==> config.mk <==
export PLATFORM = sky130hd
export DESIGN_NAME = baud_tick_gen
export DESIGN_NICKNAME = d
export VERILOG_FILES = /design/src/rtl/baud_tick_pkg.sv /design/src/rtl/baud_cfg_reg.sv /design/src/rtl/baud_prescaler.sv /design/src/rtl/baud_divider.sv /design/src/rtl/baud_tick_gen.sv
export SDC_FILE = /design/constraint.sdc
export NUM_CORES = 1
export LEC_CHECK = 0
export BUFFER_PORTS_ARGS = -buffer_cell sky130_fd_sc_hd__buf_2
export CAP_MARGIN = 0
export CELL_PAD_IN_SITES_DETAIL_PLACEMENT = 0
export CELL_PAD_IN_SITES_GLOBAL_PLACEMENT = 1
export CORE_AREA = 5 5 106 108
export DETAILED_ROUTE_END_ITERATION = 8
export DIE_AREA = 0 0 111 113
export PLACE_DENSITY = 0.49
export SYNTH_ARGS = -nofsm -noshare
export SYNTH_HDL_FRONTEND = slang
export SYNTH_HIERARCHICAL = 1
export SYNTH_SLANG_ARGS = --single-unit
==> constraint.sdc <==
create_clock -name clk -period 5.7 [get_ports clk]
set_input_delay 0.285 -clock clk [delete_from_list [all_inputs] [get_ports clk]]
set_output_delay 0.285 -clock clk [all_outputs]
set_load 0.005 [all_outputs]
==> src/rtl/baud_tick_pkg.sv <==
// Package: shared widths and the decoded configuration record of the
// baud tick generator. Assumes a 12-bit divider and a 16:1 prescaler.
package baud_tick_pkg;
    parameter int DIV_W   = 12;
    parameter int PRE_DIV = 16;

    typedef struct packed {
        logic             en;
        logic [DIV_W-1:0] div;
        logic             pre;
    } gen_cfg_t;
endpackage

==> src/rtl/baud_cfg_reg.sv <==
// Module: holds the active configuration and a pending one. A write applies
// at once when idle or on a terminal tick, otherwise it waits for the next
// tick. Assumes tick is decoded from registered state only.
module baud_cfg_reg
    import baud_tick_pkg::*;
#(
    parameter int CTRL_W  = 17,
    parameter int EN_BIT  = 16,
    parameter int DIV_LSB = 1,
    parameter int PRE_BIT = 0
) (
    input  logic              clk,
    input  logic              rst_n,
    input  logic              ctrl_wr,
    input  logic [CTRL_W-1:0] ctrl_word,
    input  logic              tick,
    output gen_cfg_t          act_cfg,
    output gen_cfg_t          nxt_cfg,
    output logic              apply
);
    localparam int DIV_MSB = DIV_LSB + DIV_W - 1;

    gen_cfg_t act_q, pend_q, wr_cfg;
    logic     pend_v;

    // Decode the written word into the configuration record.
    always_comb begin
        wr_cfg.en  = ctrl_word[EN_BIT];
        wr_cfg.div = ctrl_word[DIV_MSB:DIV_LSB];
        wr_cfg.pre = ctrl_word[PRE_BIT];
    end

    // Choose when and what to load into the active configuration.
    always_comb begin
        apply   = (ctrl_wr && (!act_q.en || tick)) || (pend_v && tick);
        nxt_cfg = ctrl_wr ? wr_cfg : pend_q;
    end

    // Active and pending configuration registers.
    always_ff @(posedge clk) begin
        if (!rst_n) begin
            act_q  <= '0;
            pend_q <= '0;
            pend_v <= 1'b0;
        end else begin
            if (apply) begin
                act_q  <= nxt_cfg;
                pend_v <= 1'b0;
            end else if (ctrl_wr) begin
                pend_q <= wr_cfg;
                pend_v <= 1'b1;
            end
        end
    end

    assign act_cfg = act_q;

    assert_cfg_held_R6: assert property (@(posedge clk) disable iff (!rst_n)
        !apply |=> $stable(act_q));
    assert_write_kept_R6: assert property (@(posedge clk) disable iff (!rst_n)
        (ctrl_wr && act_q.en && !tick) |=> pend_v);
endmodule

==> src/rtl/baud_prescaler.sv <==
// Module: optional divide-by-PRE_DIV strobe. When bypassed, the strobe is
// high in every cycle. Restart clears the phase so that a new period starts aligned.
module baud_prescaler #(
    parameter int PRE_DIV = 16
) (
    input  logic clk,
    input  logic rst_n,
    input  logic restart,
    input  logic use_pre,
    output logic stb
);
    localparam int PW = $clog2(PRE_DIV);
    localparam logic [PW-1:0] LAST = PW'(PRE_DIV - 1);

    logic [PW-1:0] pcnt;

    // Phase counter, active only while the prescaler is selected.
    always_ff @(posedge clk) begin
        if (!rst_n || restart)
            pcnt <= '0;
        else if (use_pre)
            pcnt <= (pcnt == LAST) ? '0 : pcnt + 1'b1;
    end

    assign stb = !use_pre || (pcnt == LAST);

    assert_pre_step_R4: assert property (@(posedge clk) disable iff (!rst_n)
        (use_pre && !restart && pcnt != LAST) |=> pcnt == $past(pcnt) + 1'b1);
endmodule

==> src/rtl/baud_divider.sv <==
// Module: down-counter that flags terminal count on a strobe cycle. It
// reloads from the active divider at terminal count, or from the new value on restart.
module baud_divider #(
    parameter int DIV_W = 12
) (
    input  logic             clk,
    input  logic             rst_n,
    input  logic             run,
    input  logic             stb,
    input  logic             restart,
    input  logic [DIV_W-1:0] new_div,
    input  logic [DIV_W-1:0] cur_div,
    output logic             tc
);
    logic [DIV_W-1:0] cnt;

    assign tc = run && stb && (cnt == '0);

    // Count strobes down to zero, then reload.
    always_ff @(posedge clk) begin
        if (!rst_n)
            cnt <= '0;
        else if (restart)
            cnt <= new_div;
        else if (run && stb)
            cnt <= (cnt == '0) ? cur_div : cnt - 1'b1;
    end

    assert_cnt_bound_R3: assert property (@(posedge clk) disable iff (!rst_n)
        !$past(restart) |-> cnt <= cur_div);
    assert_reload_R3: assert property (@(posedge clk) disable iff (!rst_n)
        (tc && !restart) |=> cnt == $past(cur_div));
endmodule

==> src/rtl/baud_tick_gen.sv <==
// Module: top of the baud tick generator. It joins the configuration
// register, the prescaler and the divider. The tick is a clock enable.
module baud_tick_gen
    import baud_tick_pkg::*;
#(
    parameter int CTRL_W  = 17,
    parameter int EN_BIT  = 16,
    parameter int DIV_LSB = 1,
    parameter int PRE_BIT = 0
) (
    input  logic              clk,
    input  logic              rst_n,
    input  logic              ctrl_wr,
    input  logic [CTRL_W-1:0] ctrl_word,
    output logic              tick
);
    gen_cfg_t act_cfg, nxt_cfg;
    logic     apply, stb;

    baud_cfg_reg #(
        .CTRL_W(CTRL_W), .EN_BIT(EN_BIT), .DIV_LSB(DIV_LSB), .PRE_BIT(PRE_BIT)
    ) u_cfg (
        .clk(clk), .rst_n(rst_n), .ctrl_wr(ctrl_wr), .ctrl_word(ctrl_word),
        .tick(tick), .act_cfg(act_cfg), .nxt_cfg(nxt_cfg), .apply(apply)
    );

    baud_prescaler #(.PRE_DIV(PRE_DIV)) u_pre (
        .clk(clk), .rst_n(rst_n), .restart(apply),
        .use_pre(act_cfg.pre), .stb(stb)
    );

    baud_divider #(.DIV_W(DIV_W)) u_div (
        .clk(clk), .rst_n(rst_n), .run(act_cfg.en), .stb(stb),
        .restart(apply), .new_div(nxt_cfg.div), .cur_div(act_cfg.div),
        .tc(tick)
    );

    assert_off_quiet_R2: assert property (@(posedge clk) disable iff (!rst_n)
        !act_cfg.en |-> !tick);
endmodule

[Word level (Yosys, flattened, before mapping)]
Cells that the tools add are included.
Storage, ports and cells
  output and inout bits: 1
  word-level logic and storage cells: 32
  register bits after elaboration: 45
Operators by class
  multiplexer cells: 5
  eq/ne operators: 1
  add/subtract/negate cells: 2
  reduce and logical (&&, ||, !) cells: 14
  bitwise logic cells: 1
Operators with widths (number)
  $mux 12: 3
  $mux 14: 1
  $logic_not 12->1: 1
  $sub 12x1->12 const B: 1
  $add 4x1->4 const B: 1
  $eq 4x4->1 const B: 1
  $logic_and 1x1->1: 4
  $logic_or 1x1->1: 4
  $mux 4: 1
  $logic_not 1->1: 3
  $reduce_bool 2->1: 1
  $reduce_or 2->1: 1
  $not 1->1: 1

[Logic depth before layout (Yosys ltp)]
Gate-level depths: netlist of run 1.
  depth after elaboration: 8
  mapped depth: 15
  mapped depth without buffers: 11

[Cells and area by module]
Netlist of run 1, hierarchy kept.
By module, submodules not included
  baud_cfg_reg: instances 1, cells each 131, sequential area each 580.6 um^2, area an instance 1296.2 um^2
  baud_divider: instances 1, cells each 117, sequential area each 240.2 um^2, area an instance 932.1 um^2
  baud_prescaler: instances 1, cells each 21, sequential area each 80.1 um^2, area an instance 236.5 um^2

[Least setup slack after synthesis of run 1]
No wires, ideal clock.
  path type: register to register
  from: register u_div.cnt[0]
  to: register u_div.cnt[9]
  period minus slack after synthesis: 3570 ps
  data required time: 5576 ps
  stages on the path, launching flop included: 16
  setup time: 124 ps
  arrival: 3446 ps
  setup slack: 2130 ps
  cells stage by stage: dfxtp_1 -> inv_1 -> ha_1 -> or4b_1 -> or4_4 -> clkbuf_1 -> nor2_1 -> nor2b_1 -> nor2_2 -> buf_6 -> buf_6 -> clkbuf_1 -> clkinv_1 -> and3_1 -> a21oi_1 -> o22ai_1
Between the ends
  cells in the longest elaborated chain, start to end: 6
RTL lines
  start: declaration: RTL line baud_divider.sv:15  | logic [DIV_W-1:0] cnt;
  start signal: assignment: RTL line baud_divider.sv:24  | cnt <= new_div;
  start signal: assignment: RTL line baud_divider.sv:26  | cnt <= (cnt == '0) ? cur_div : cnt - 1'b1;
  $logic_not 12->1 *: RTL line baud_divider.sv:17  | assign tc = run && stb && (cnt == '0);
  $logic_and 1x1->1 *: RTL line baud_divider.sv:17
  via tick: RTL line baud_tick_gen.sv:15  | output logic tick
  $logic_or 1x1->1: RTL line baud_cfg_reg.sv:35  | apply = (ctrl_wr && (!act_q.en || tick)) || (pend_v && tick);
  $logic_and 1x1->1: RTL line baud_cfg_reg.sv:35
  $logic_or 1x1->1 *: RTL line baud_cfg_reg.sv:35
  via apply: RTL line baud_tick_gen.sv:18  | logic apply, stb;
  $mux 12 / $reduce_bool 2->1 (equally long branches)
Mark *: on every way through the listed nets, which the timed path passes. The rest lies on a longest branch. The select of a mux whose other input is x is not followed.
A chain may end at the register's enable or synchronous reset.

[Final worst setup path of run 1]
  from: register u_div.cnt[0]
  to: register u_div.cnt[9]
Between the ends
  cells in the longest elaborated chain, start to end: 6
RTL lines (RTL line)
  $logic_not 12->1 *: baud_divider.sv:17
  $logic_and 1x1->1 *: baud_divider.sv:17
  $logic_or 1x1->1: baud_cfg_reg.sv:35
  $logic_and 1x1->1: baud_cfg_reg.sv:35
  $logic_or 1x1->1 *: baud_cfg_reg.sv:35
  via apply: baud_tick_gen.sv:18
  $mux 12 / $reduce_bool 2->1 (equally long branches)
Marked as above.

==> out/metrics.cfg, run 1 <==
[routing]
viasPerCell=4.679
num_vias=1937
drtIter0Drc=127
drc=0
drt_first_pass_iters=4
wl_per_cell_um=13.90
wl_mm=5.754
antenna_left=0

[logic_synthesis]
yosysUniqueCellTypes=56
netlist_instances=269
synth_warnings=6
ys_async_sr_fraction_pct=0
synth_area_leaders=dfxtp_1 37%, mux2i_1 12%, nand2_1 7.5%, mux2_2 6.9%, buf_6 3.2%
syn_area_um2=2465
synth.top_cell.area_share_pct=36.55
syn_area_per_cell_um2=9.163
synth_fp_nets=292
synth_area_leader_cell=dfxtp_1
ys_ff_latch=45
ys_seq_area_share_pct=36.55
synth_flop_cell=dfxtp_1
synth_edf_count=0

[power_and_ir_drop]
switchingPower_mw=0.2589
power.leakage_nw=1.030
ir_drop_v=0.0001309
p_comb_share_pct=26.0
finalPower_mw=0.8391
pwr-share-seq_pct=43.5
power.density_nw_per_um2=306.8
switching_share_pct=30.85
p_int_mw=0.5803
clkPwrFrac_pct=30.5

[sta]
hold_viol=0
worst_pin_slew_ns=1.073
finalSetupViolations=0
fin_skew_ns=0.01188
rsz0062_at_grt=no
fmax_mhz=268.4
fin_tns_setup_ns=0
final.period_utilization_pct=65.35
fin_ws_ns=1.975
relSlewSlack_pct=27.89
slew_viol_final=0
fin_crit_ns=3.725

[place]
hpwlAfterDp_mm=3.756
portBuffers=17
pre_cts_ws_ns=1.887
place.gp.congestion=0.7489
place_inst=406

[min_path]
hp-class=input pin to flip-flop
min_from=ctrl_word[16]

[floorplan]
row_count=37
coreArea_um2=10140
initial_core_util_pct=24.31
die_area_um2=12540
die_h_um=113
die-width_um=111
ios=21

[clock_tree]
clock_sinks=45
clk_pin_slew_ns=0.09
cts_max_level=2
cts_resized=0
clk_path_buf_depth=2
cts_buffers=5
cts_tree=done
ctsHoldBuffers=0
post_cts_buffers=0
root_buffer=clkbuf_8
insertion_delay_ns=0.31

[global_route]
gr-usage-met1_pct=12.04
met3_usage_pct=1.711
gr-total-overflow=0
globalRouteMet2Util_pct=16.34
gr-max-usage-layer=met2
antenna_found_initial=0
grt_max_degree=54
grt_pass1_vias=1948
grt_pass1_wl_mm=9.860
gr-usage-all-layers_pct=9.610

[setup_path]
critPathLaunchType=flip-flop
cp_slowest_stage_delay_ns=0.67
critPathCaptureType=flip-flop
path_class=flip-flop to flip-flop
path_cells=inv_1 -> ha_1 -> or4b_1 -> or4_4 -> nor2_1 -> nor2b_1 -> nor2_4 -> buf_4 -> clkinv_1 -> and3_1 -> a21oi_1 -> o22ai_1
cp-startpoint=u_div/cnt[0]
rr_startpoint=u_div/cnt[0]
cp.arrival_ns=3.92
required_ns=5.89
critPathMaxFanout=25
cp_slowest_cell=or4_4

[final_layout]
antennaDiodeCount=0
utilization_pct=26.98
areaGrowthSynthToFinish_pct=10.96
layout-drive-gt1-share_pct=19.42
final_nets=300
final_cells=414

[run]
drv_cap=0

[outcome]
outcome=finished, final reports clean

==> synthesized netlist by cell type, types with 2 or more instances <==
| master | count |
|---|---|
| nand2_1 | 49 |
| dfxtp_1 | 45 |
| mux2i_1 | 29 |
| mux2_2 | 15 |
| o21ai_0 | 15 |
| clkbuf_1 | 10 |
| buf_6 | 7 |
| nor2_1 | 7 |
| a21oi_1 | 6 |
| and2_1 | 6 |
| nor3_1 | 6 |
| o22ai_1 | 6 |
| a31oi_1 | 5 |
| inv_1 | 4 |
| ha_1 | 3 |
| nand2b_1 | 3 |
| o31a_1 | 3 |
| a211oi_1 | 2 |
| a22o_1 | 2 |
| a41oi_1 | 2 |
| and3_1 | 2 |
| mux2_1 | 2 |
| nand3_1 | 2 |
| nor2b_1 | 2 |
| nor4_1 | 2 |
| o41ai_1 | 2 |
| or2_2 | 2 |
| or4_4 | 2 |
==> critical path, delay by kind of cell (launching register included) <==
kind,cells,cell delay [ns]
and+or+nand+nor,6,2.04
buffers and inverters,3,0.85
DFF,1,0.34
AOI/OAI and AO/OA,2,0.20
adders and majority gates,1,0.17
==> power groups by stage <==
stage	sequential, mW	clock (mW)	combinational, mW
floorplan	0.364	0	0.188
global placement	0.372	0	0.220
detailed placement	0.373	0	0.220
CTS	0.365	0.270	0.222
global route	0.370	0.283	0.246
finish	0.365	0.256	0.218
==> cells in the final DEF, fill, tap and decap left out, drive strengths merged, types with 3 or more instances in the layout <==
cell	netlist	routed
inv	4	4
or4	3	3
nor2	8	8
dfxtp	45	45
nand2	49	49
nor4	3	3
a211oi	3	3
nand2b	3	3
nor3	6	6
o22ai	6	6
mux2	17	17
buf	9	20
o31a	3	3
mux2i	29	29
a31oi	5	5
and3	3	3
o21ai	15	15
and2	6	6
a21oi	7	7
clkbuf	10	7
ha	3	3
==> metrics by stage <==
stage / hold WS [ns] / area, um2
floorplan: 0.4105 / 2465
global placement: 0.4370 / 2619
detailed placement: 0.4476 / 2619
CTS: 0.3022 / 2735
global route: 0.3751 / 2735
finish: 0.3214 / 2735
==> layout make-up <==
type                            count  area, um2
Clock buffer                        7      86.33
Clock inverter                      1      30.03
Fill cell                        1106       7403
Inverter                            5      18.77
Multi-Input combinational cell    200       1421
Sequential cell                    45      900.9
Tap cell                          136      170.2
Timing Repair Buffer               20      107.6
==> registers in the layout, indices dropped and copies added, names as in the netlist <==
register and count:
u_div/cnt 12, u_cfg/pend_v 1, u_pre/pcnt 4, u_cfg/act_cfg 14
u_cfg/pend_q 14
==> routing by layer <==
metal | wire, um | up-vias
met5 | 0 | -
met4 | 54 | 0
met3 | 114 | 2
met2 | 2812 | 21
met1 | 2772 | 928
li1 | - | 986
==> worst paths after layout <==
kind	slack, ns	endpoint	cells past startpoint
min	0.32	u_cfg/act_cfg[13]	3
max reg2reg	1.97	u_div/cnt[9]	12
max	1.97	u_div/cnt[9]	12
min reg2reg	0.46	u_cfg/act_cfg[4]	2
==> kinds of logic after synthesis <==
| kind of cell | after synthesis | synth area share (%) |
|---|---|---|
| AND/OR/NAND/NOR | 93 | 20.05 |
| AO/OA/AOI/OAI | 56 | 15.64 |
| multiplexers | 46 | 19.54 |
| flip-flops | 45 | 36.55 |
| buffers and inverters | 24 | 5.990 |
| adder cells (fa/ha/maj) | 3 | 1.523 |
| XOR/XNOR | 2 | 0.7108 |
(Power assumes the default switching activity.)
==> run 2: changes to the inputs <==
Clock period 5.7 ns to 3.7 ns, I/O delays scaled along.
==> out/metrics.cfg, run 2 (synthesis gave the netlist of run 1 again) <==
[setup_path]
cp_slowest_stage_delay_ns=0.57  ; -0.10 ns
cp.arrival_ns=3.31  ; -0.61 ns
path_cells=inv_1 -> ha_1 -> or4b_1 -> or4_4 -> nor2_1 -> nor2b_1 -> nor2_4 -> clkinv_1 -> buf_4 -> a31oi_1 -> o22ai_1
critPathMaxFanout=7  ; -72%
path_class=flip-flop to flip-flop
critPathLaunchType=flip-flop
critPathTopFamily=simple AND/OR/NAND/NOR gates
required_ns=3.88  ; -2.01 ns
critPathBufInv=3  ; unchanged
critPathCaptureType=flip-flop
cp_slowest_cell=or4_4

[sta]
worst_pin_slew_ns=1.058  ; -0.01517 ns
hold_viol=0  ; unchanged
final.period_utilization_pct=84.71  ; +19 points
rsz0062_at_grt=no
slew_viol_final=0  ; unchanged
fin_ws_ns=0.5658  ; -1.409 ns
fin_tns_setup_ns=0  ; unchanged
fin_skew_ns=0.002681  ; -0.009202 ns
fmax_mhz=319.1  ; +19%
relSlewSlack_pct=28.91  ; +1.0 points
hold_ws_ns=0.2237  ; -0.09773 ns
fin_crit_ns=3.134  ; -0.5910 ns
finalSetupViolations=0  ; unchanged

[routing]
wl_per_cell_um=13.83  ; -0.48%
antenna_left=0  ; unchanged
drt_first_pass_iters=4  ; unchanged
viasPerCell=4.633  ; -0.98%
drc=0  ; unchanged
num_vias=1932  ; -0.26%
drtIter0Drc=61  ; -52%
wl_mm=5.768  ; +0.24%

[floorplan]
ios=21  ; unchanged
coreArea_um2=10140  ; unchanged
row_count=37  ; unchanged
die_area_um2=12540  ; unchanged
initial_core_util_pct=24.31  ; unchanged
die-width_um=111  ; unchanged
die_h_um=113  ; unchanged

[global_route]
grt_max_degree=53  ; -1.9%
gr-total-overflow=0  ; unchanged
antenna_found_initial=0  ; unchanged
grt_pass1_vias=1939  ; -0.46%
grt_pass1_wl_mm=9.949  ; +0.90%
gr-usage-all-layers_pct=9.623  ; +0.013 points

[clock_tree]
clk_path_buf_depth=2  ; unchanged
post_cts_buffers=0  ; unchanged
cts_buffers=5  ; unchanged
cts_tree=done
root_buffer=clkbuf_8
cts_resized=0  ; unchanged
clk_pin_slew_ns=0.08  ; about the same
insertion_delay_ns=0.29  ; -0.02 ns
ctsHoldBuffers=0  ; unchanged
cts_max_level=2  ; unchanged
clock_sinks=45  ; unchanged

[final_layout]
areaGrowthSynthToFinish_pct=10.91  ; about the same
final_nets=303  ; +1.0%
antennaDiodeCount=0  ; unchanged
design_area_um2=2734  ; about the same
layout-drive-gt1-share_pct=19.57  ; +0.15 points
final_cell_mix=49 x nand2_1, 45 x dfxtp_1, 29 x mux2i_1
mostFrequentLayoutCell=nand2_1

[min_path]
hp-class=input pin to flip-flop

[power_and_ir_drop]
power.density_nw_per_um2=442.9  ; +44%
power.leakage_nw=1.029  ; -0.13%
ir_drop_v=0.0001789  ; +37%
finalPower_mw=1.211  ; +44%

[place]
portBuffers=17  ; unchanged
placed_area_um2=2654  ; +1.3%
pre_cts_ws_ns=0.5540  ; -1.333 ns
hpwlAfterDp_mm=3.966  ; +5.6%
place.gp.congestion=0.7393  ; -1.3%

[outcome]
outcome=finished, final reports clean

[run]
drv_cap=0  ; unchanged

run 2: changes by cell type in the layout (fill, tap and decap cells not counted), sizes merged:
cell / previous run / this run
buf: 20 / 23
clkbuf: 7 / 8
bufinv: 1 / 0
run 2: metrics by stage:
stage	util, %	std cells
3_5_place_dp	26.18	409
6_report	26.97	417
5_1_grt	26.97	417
4_1_cts	26.97	417
3_3_place_gp	26.18	409
2_1_floorplan	-	269
run 2: routing by layer:
layer  global-route usage [%]  vias to the layer above  routed length (um)  share of wire (%)
met2                    15.29                       13                2647                 46
met3                    1.711                        7                  84                1.5
met4                    3.448                        0                  95                1.6
li1                         -                      993                   -                  -
met1                    13.13                      919                2940                 51
met5                        0                        -                   0                  0
run 2: power by group:
| part | internal (mW) | switching [mW] |
|---|---|---|
| Sequential | 0.524 | 0.0392 |
| Combinational | 0.159 | 0.189 |
| Clock | 0.135 | 0.165 |
| Total | 0.818 | 0.393 |
run 2: worst paths after layout:
kind	end	cells after the start	slack, ns	from
worst max-delay path	u_div/cnt[7]	11	0.57	u_div/cnt[0]
worst min-delay path	u_cfg/act_cfg[13]	3	0.22	ctrl_word[16]
worst max register to register	u_div/cnt[7]	11	0.57	u_div/cnt[0]
worst min register to register	u_cfg/act_cfg[9]	2	0.46	u_cfg/act_cfg[9]
run 2: worst reg2reg max path, stage by stage (launching register included):
cell,delay (ns)
dfxtp_1,0.34
inv_1,0.10
ha_1,0.17
or4b_1,0.56
or4_4,0.57
nor2_1,0.24
nor2b_1,0.14
nor2_4,0.18
clkinv_1,0.23
buf_4,0.23
a31oi_1,0.16
o22ai_1,0.09
run 2: area by class of cell:
type / instances / area (um2)
Multi-Input combinational cell: 200 / 1421
Sequential cell: 45 / 900.9
Fill cell: 1126 / 7405
Tap cell: 136 / 170.2
Timing Repair Buffer: 23 / 142.6
Clock buffer: 8 / 80.08
Inverter: 5 / 18.77
